==> src/rtl/usbst_pkg.sv <==
package usbst_pkg;

  typedef enum logic [1:0] {
    LN_SE0  = 2'b00,
    LN_J    = 2'b01,
    LN_K    = 2'b10,
    LN_IDLE = 2'b11
  } line_e;

  localparam logic [1:0] BASE_POWERED = 2'b00;
  localparam logic [1:0] BASE_DEFAULT = 2'b01;
  localparam logic [1:0] BASE_ADDRESS = 2'b10;
  localparam logic [1:0] BASE_CONFIG  = 2'b11;

  // Cycles of SE0 needed to exceed 2.5 us: floor(hz * 2.5e-6) + 1
  function automatic int unsigned se0_run_cycles(input longint unsigned hz);
    longint unsigned whole;
    whole = (hz * 64'd5) / 64'd2_000_000;
    return int'(whole) + 1;
  endfunction

  // Cycles of idle needed to exceed 3 ms: floor(hz * 3e-3) + 1
  function automatic int unsigned idle_run_cycles(input longint unsigned hz);
    longint unsigned whole;
    whole = (hz * 64'd3) / 64'd1000;
    return int'(whole) + 1;
  endfunction

endpackage

==> src/rtl/usbst_run_timer.sv <==
module usbst_run_timer #(
  parameter int unsigned LIMIT = 8
) (
  input  logic clk,
  input  logic rst_n,
  input  logic cond,
  output logic hit
);
  localparam int unsigned CW = $clog2(LIMIT + 1);
  localparam logic [CW-1:0] LIM_V  = CW'(LIMIT);
  localparam logic [CW-1:0] LAST_V = CW'(LIMIT - 1);

  logic [CW-1:0] run_q;

  assign hit = cond && (run_q == LAST_V);

  always_ff @(posedge clk) begin
    if (!rst_n)             run_q <= '0;
    else if (!cond)         run_q <= '0;
    else if (run_q != LIM_V) run_q <= run_q + 1'b1;
  end

  // one detection per unbroken run
  a_r3_hit_once: assert property (@(posedge clk) disable iff (!rst_n)
    hit |=> !hit);

  // a broken run restarts from zero
  a_r3_restart: assert property (@(posedge clk) disable iff (!rst_n)
    !cond |=> (run_q == '0));

endmodule

==> src/rtl/usbst_resume_det.sv <==
module usbst_resume_det
  import usbst_pkg::*;
(
  input  logic  clk,
  input  logic  rst_n,
  input  line_e line,
  output logic  wake
);
  line_e prev_q;
  logic  was_quiet;
  logic  now_active;

  assign was_quiet  = (prev_q == LN_J) || (prev_q == LN_IDLE);
  assign now_active = (line == LN_K) || (line == LN_SE0);
  assign wake       = was_quiet && now_active;

  always_ff @(posedge clk) begin
    if (!rst_n) prev_q <= LN_IDLE;
    else        prev_q <= line;
  end

endmodule

==> src/rtl/usbst_state_fsm.sv <==
module usbst_state_fsm
  import usbst_pkg::*;
(
  input  logic       clk,
  input  logic       rst_n,
  input  logic       vbus,
  input  logic       rst_hit,
  input  logic       sus_hit,
  input  logic       wake,
  input  logic       set_addr,
  input  logic       set_cfg,
  output logic [2:0] state,
  output logic       chg,
  output logic       resm
);
  logic [1:0] base_q, base_d;
  logic       susp_q, susp_d;
  logic       resm_d;
  logic       chg_q, resm_q;

  always_comb begin
    base_d = base_q;
    susp_d = susp_q;
    resm_d = 1'b0;
    if (!vbus) begin
      base_d = BASE_POWERED;
      susp_d = 1'b0;
    end else if (rst_hit) begin
      base_d = BASE_DEFAULT;
      susp_d = 1'b0;
    end else if (sus_hit) begin
      susp_d = 1'b1;
    end else if (susp_q) begin
      if (wake) begin
        susp_d = 1'b0;
        resm_d = 1'b1;
      end
    end else if (set_cfg && base_q == BASE_ADDRESS) begin
      base_d = BASE_CONFIG;
    end else if (set_addr && base_q == BASE_DEFAULT) begin
      base_d = BASE_ADDRESS;
    end
  end

  always_ff @(posedge clk) begin
    if (!rst_n) begin
      base_q <= BASE_POWERED;
      susp_q <= 1'b0;
      chg_q  <= 1'b0;
      resm_q <= 1'b0;
    end else begin
      base_q <= base_d;
      susp_q <= susp_d;
      chg_q  <= vbus && ({susp_d, base_d} != {susp_q, base_q});
      resm_q <= resm_d;
    end
  end

  assign state = {susp_q, base_q};
  assign chg   = chg_q;
  assign resm  = resm_q;

  // no power forces Powered without a change pulse
  a_r9_vbus_powered: assert property (@(posedge clk) disable iff (!rst_n)
    !vbus |=> (state == 3'b000) && !chg);

  // reset detection lands in Default
  a_r2_reset_default: assert property (@(posedge clk) disable iff (!rst_n)
    (vbus && rst_hit) |=> (state == 3'b001));

  // suspend keeps the base bits
  a_r4_suspend_keeps: assert property (@(posedge clk) disable iff (!rst_n)
    (vbus && sus_hit && !rst_hit) |=> state[2] && (state[1:0] == $past(state[1:0])));

  // every powered change of code carries a pulse
  a_r8_chg_tracks: assert property (@(posedge clk) disable iff (!rst_n)
    ($past(vbus) && (state != $past(state))) |-> chg);

  // a resume pulse always means the suspended flag is clear
  a_r5_resume_awake: assert property (@(posedge clk) disable iff (!rst_n)
    resm |-> (!state[2] && $past(state[2])));

endmodule

==> src/rtl/usb_devstate_tracker.sv <==
module usb_devstate_tracker
  import usbst_pkg::*;
#(
  parameter int unsigned CLK_HZ = 48_000_000
) (
  input  logic       clk,
  input  logic       rst_n,
  input  logic       vbus_i,
  input  logic [1:0] line_i,
  input  logic       set_addr_done_i,
  input  logic       set_cfg_done_i,
  output logic [2:0] dev_state_o,
  output logic       state_chg_o,
  output logic       resume_o
);
  localparam int unsigned SE0_CYC  = se0_run_cycles(longint'(CLK_HZ));
  localparam int unsigned IDLE_CYC = idle_run_cycles(longint'(CLK_HZ));

  line_e ln;
  logic  se0_cond, idle_cond;
  logic  rst_hit, sus_hit, wake;

  assign ln        = line_e'(line_i);
  assign se0_cond  = vbus_i && (ln == LN_SE0);
  assign idle_cond = vbus_i && (ln == LN_IDLE);

  usbst_run_timer #(.LIMIT(SE0_CYC)) u_se0_timer (
    .clk(clk), .rst_n(rst_n), .cond(se0_cond), .hit(rst_hit)
  );

  usbst_run_timer #(.LIMIT(IDLE_CYC)) u_idle_timer (
    .clk(clk), .rst_n(rst_n), .cond(idle_cond), .hit(sus_hit)
  );

  usbst_resume_det u_wake (
    .clk(clk), .rst_n(rst_n), .line(ln), .wake(wake)
  );

  usbst_state_fsm u_fsm (
    .clk(clk), .rst_n(rst_n), .vbus(vbus_i),
    .rst_hit(rst_hit), .sus_hit(sus_hit), .wake(wake),
    .set_addr(set_addr_done_i), .set_cfg(set_cfg_done_i),
    .state(dev_state_o), .chg(state_chg_o), .resm(resume_o)
  );

  // reset outranks suspend and requests
  a_r10_reset_first: assert property (@(posedge clk) disable iff (!rst_n)
    (rst_hit && vbus_i) |=> (dev_state_o == 3'b001) && !resume_o);

endmodule

==> config.mk <==
export PLATFORM = sky130hd
export DESIGN_NAME = usb_devstate_tracker
export DESIGN_NICKNAME = d
export VERILOG_FILES = /design/src/rtl/usbst_pkg.sv /design/src/rtl/usbst_run_timer.sv /design/src/rtl/usbst_resume_det.sv /design/src/rtl/usbst_state_fsm.sv /design/src/rtl/usb_devstate_tracker.sv
export SDC_FILE = /design/constraint.sdc
export NUM_CORES = 1
export LEC_CHECK = 0
export ABC_CLOCK_PERIOD_IN_PS = 4200
export BUFFER_PORTS_ARGS = -buffer_cell sky130_fd_sc_hd__buf_2
export CORE_MARGIN = 1.5
export CORE_UTILIZATION = 40
export CTS_CLUSTER_SIZE = 30
export DETAILED_ROUTE_END_ITERATION = 8
export SETUP_SLACK_MARGIN = 0.3
export SLEW_MARGIN = 20
export SYNTH_ARGS = -nofsm -noshare
export SYNTH_HDL_FRONTEND = slang
export SYNTH_SLANG_ARGS = --single-unit
==> constraint.sdc <==
create_clock -name clk -period 4.2 [get_ports clk]
set_clock_uncertainty 0.05 [all_clocks]
set_input_delay 1.26 -clock clk [delete_from_list [all_inputs] [get_ports clk]]
set_output_delay 1.26 -clock clk [all_outputs]
set_load 0.005 [all_outputs]
==> key figures <==
Outcome
  • Outcome: finished, final reports clean

Routing
  • Initial DRC Count: 56
  • Via-to-Cell Ratio: 5.40
  • Pre-antenna DRT Iters: 4
  • Final wirelength: 2960 um
  • Post-route DRC: 0
  • Routed wire length per instance: 12.4 um
  • Post-route ant nets: 0
  • Vias: 1290

Critical path
  • Crit path capture type: flop
  • CP Data Required Time: 4.35 ns
  • Crit path to: u_idle_timer.run_q[16]$_SDFFE_PN0P_
  • Worst R2R Setup Slack: 2.43 ns
  • Crit path arrival time: 2.33 ns
  • Register-to-Register Path Depth: 5
  • Worst setup path category: in2reg
  • Worst-path fanout max: 18
  • Setup crit start: rst_n
  • FF-to-FF Start: u_idle_timer.run_q[2]$_SDFFE_PN0P_
  • CP startpoint kind: input pin
  • RR Endpoint: u_fsm.chg$_SDFF_PN0_

Power and ir drop
  • Seq pwr share: 48.2%
  • Int Power: 0.493 mW
  • Power share of the clock group: 49.3%
  • Peak VDD IR: 0.171 mV
  • Leak pwr: 0.595 nW
  • Power Dens Cells: 349 nW/um2
  • Total power: 0.614 mW
  • Comb power frac: 2.4%
  • Net Switching: 0.122 mW
  • Sw Ratio: 19.8%

Clocking
  • CTS resizes: 0
  • Deepest clock path buffer count: 2
  • H-Tree Depth: 2
  • Setup repair bufs after CTS: 0
  • Hold-fix buffers, CTS: 0
  • TritonCTS buffer count: 5
  • CTS tree: done
  • Latest clock arrival within the worst-skew pair: 0.28 ns
  • CTS sink cnt: 31
  • Clock-pin slew on the worst setup and hold paths: 0.06 ns
  • Clk root buf: clkbuf_8

Synthesis
  • Synth warn: 0
  • Seq/Total Area, Yosys: 40.1%
  • Flop and latch count out of synthesis: 31
  • Synth Instances: 175
  • Mapped cell area: 1550 um2
  • Synth cell types: 40
  • Synthesized net count: 188
  • Avg Inst Size Synth: 8.84 um2

Global route
  • Initial antenna violation count: 0
  • Largest net degree at the start of global routing: 19
  • Vias in the first global route: 1207
  • GRT Total Usage: 16.0%
  • First-pass GRT wire length: 5290 um
  • Global route total overflow: 0

Cells and area
  • Final #Nets: 203
  • Commonest non-fill, non-tap cell in the layout: dfxtp_1
  • FILL cells: 359
  • Layout area overhead: 14.0%
  • Diodes inserted: 0
  • Most frequent cells in the layout: dfxtp_1, nor2_1, nand2_1, buf_2, nand3_1
  • Layout cells sized above 1: 13.6%

Floorplanning
  • Die Area: 4250 um2
  • Core Rows: 22
  • IO Count: 12
  • Core region area: 3690 um2
  • Die height: 65.2 um
  • Die width: 65.2 um
  • Initial Util: 41.9%

STA
  • Slew headroom: 49.7%
  • # setup viols final: 0
  • Worst slew pin tran: 0.753 ns
  • Worst Slack Setup Final: 2.02 ns
  • Tmin final: 2.18 ns
  • Post-route setup TNS: 0 ns
  • Fin. Hold Viols: 0
  • RSZ-0062 raised after global routing: no
  • Fin crit share: 52.0%
  • Max Clk Rate: 458 MHz
  • Max Slew Vio Count: 0

Flow run
  • Total of max-cap violations: 0

Placed design
  • DP HPWL: 2190 um
  • PortBufs: 11
  • GPL Wtd Cong: 0.846
  • Pre-CTS setup slack: 1.69 ns

Min path
  • Worst Hold Class: reg2reg
  • Hold_sp: u_fsm.susp_q$_SDFF_PN0_
[area by class of cell]
class	count	area, um2	share of cell area, %
clock buffers	6	82.6	4.68
clock inverters	2	35.0	1.99
inverters	7	26.3	1.49
repair buffers	11	55.1	3.12
flip-flops and latches	31	621	35.2
well taps	48	60.1	3.41
multi-input cells	134	883	50.1
[power groups by stage]
stage	Combinational (mW)	Clock, mW	Sequential [mW]
2_1_floorplan	0.00806	0	0.303
3_3_place_gp	0.0143	0	0.303
3_5_place_dp	0.0148	0	0.303
4_1_cts	0.0149	0.311	0.296
5_1_grt	0.0172	0.331	0.296
6_report	0.0149	0.303	0.296
[sequential cells by signal, summed over array words and instances (netlist names)]
name and flops:
u_fsm.base_q 2, u_fsm.chg 1, u_fsm.resm 1, u_fsm.susp_q 1
u_idle_timer.run_q 18, u_se0_timer.run_q 7, u_wake.prev_q 1
[worst max-delay path, cell delays in order]
cell and delay (ns):
buf_2 0.12, nand4_1 0.61, nor3b_2 0.33
[worst min-delay path by stage]
stage	to	slack, ns	depth (start not counted)
after floorplan	u_fsm.resm$_SDFF_PP0_	0.42	2
after global placement	u_se0_timer.run_q[5]$_SDFFE_PN0P_	0.43	2
after detailed placement	u_idle_timer.run_q[15]$_SDFFE_PN0P_	0.47	2
after CTS	u_idle_timer.run_q[15]$_SDFFE_PN0P_	0.48	2
after global routing	u_idle_timer.run_q[15]$_SDFFE_PN0P_	0.50	2
final	u_fsm.susp_q$_SDFF_PN0_	0.48	2
[stage by stage]
step / hold slack, ns / util [%] / instance area (um2) / std cells
after CTS: 0.481 / 47.8 / 1760 / 239
final: 0.479 / 47.8 / 1760 / 239
after floorplan: 0.420 / - / 1550 / 175
after global routing: 0.501 / 47.8 / 1760 / 239
after global placement: 0.435 / 44.6 / 1650 / 231
after detailed placement: 0.468 / 44.6 / 1650 / 231
[metal layers]
| metal | track usage [%] | up-vias | part of all wire [%] |
|---|---|---|---|
| li1 | - | 654 | - |
| met2 | 24.7 | 36 | 45 |
| met3 | 6.51 | 5 | 6.5 |
| met4 | 6.51 | 0 | 1.7 |
| met1 | 19.8 | 595 | 47 |
| met5 | 0 | - | 0 |
[cells in the mapped netlist]
cell | n | area (um2)
dfxtp_1 | 31 | 621
a21oi_1 | 8 | 40.0
a31oi_1 | 4 | 25.0
mux2i_1 | 1 | 10.0
nand2b_1 | 4 | 25.0
xor2_1 | 9 | 78.8
nor3_2 | 1 | 10.0
o21ai_0 | 5 | 25.0
o22ai_1 | 1 | 6.26
xnor2_1 | 9 | 78.8
nor2_1 | 20 | 75.1
and4_2 | 2 | 20.0
clkbuf_2 | 1 | 5.00
nor4_1 | 2 | 12.5
or3_1 | 4 | 25.0
o221ai_1 | 1 | 8.76
or2b_1 | 1 | 7.51
nand3_1 | 10 | 50.1
nor4b_1 | 3 | 26.3
inv_1 | 7 | 26.3
nor4bb_1 | 2 | 20.0
nor3b_2 | 2 | 25.0
and2_1 | 1 | 6.26
nand4_4 | 1 | 21.3
and4b_1 | 1 | 10.0
a41oi_1 | 1 | 8.76
nor3_1 | 5 | 25.0
nand4_1 | 6 | 37.5
nor2b_1 | 2 | 12.5
and4_1 | 2 | 17.5
buf_4 | 1 | 7.51
ha_1 | 6 | 75.1
nand2_1 | 12 | 45.0
and3_2 | 1 | 7.51
or2_1 | 1 | 6.26
a21o_1 | 1 | 7.51
and3_1 | 3 | 18.8
nand3b_1 | 1 | 7.51
nor3b_1 | 1 | 7.51
clkbuf_1 | 1 | 3.75
[logic make-up (layout without fill, tap and decap cells)]
group | count (synthesis) | count (layout) | share of synthesized area (%)
and+or+nand+nor | 88 | 88 | 33.6
DFF | 31 | 31 | 40.1
AOI/OAI and AO/OA | 21 | 21 | 7.85
xor gates and xnor gates | 18 | 18 | 10.2
buffers and inverters | 10 | 26 | 2.75
adders and majority gates | 6 | 6 | 4.85
muxes | 1 | 1 | 0.647
No activity file was read; power rests on OpenSTA's default activity.
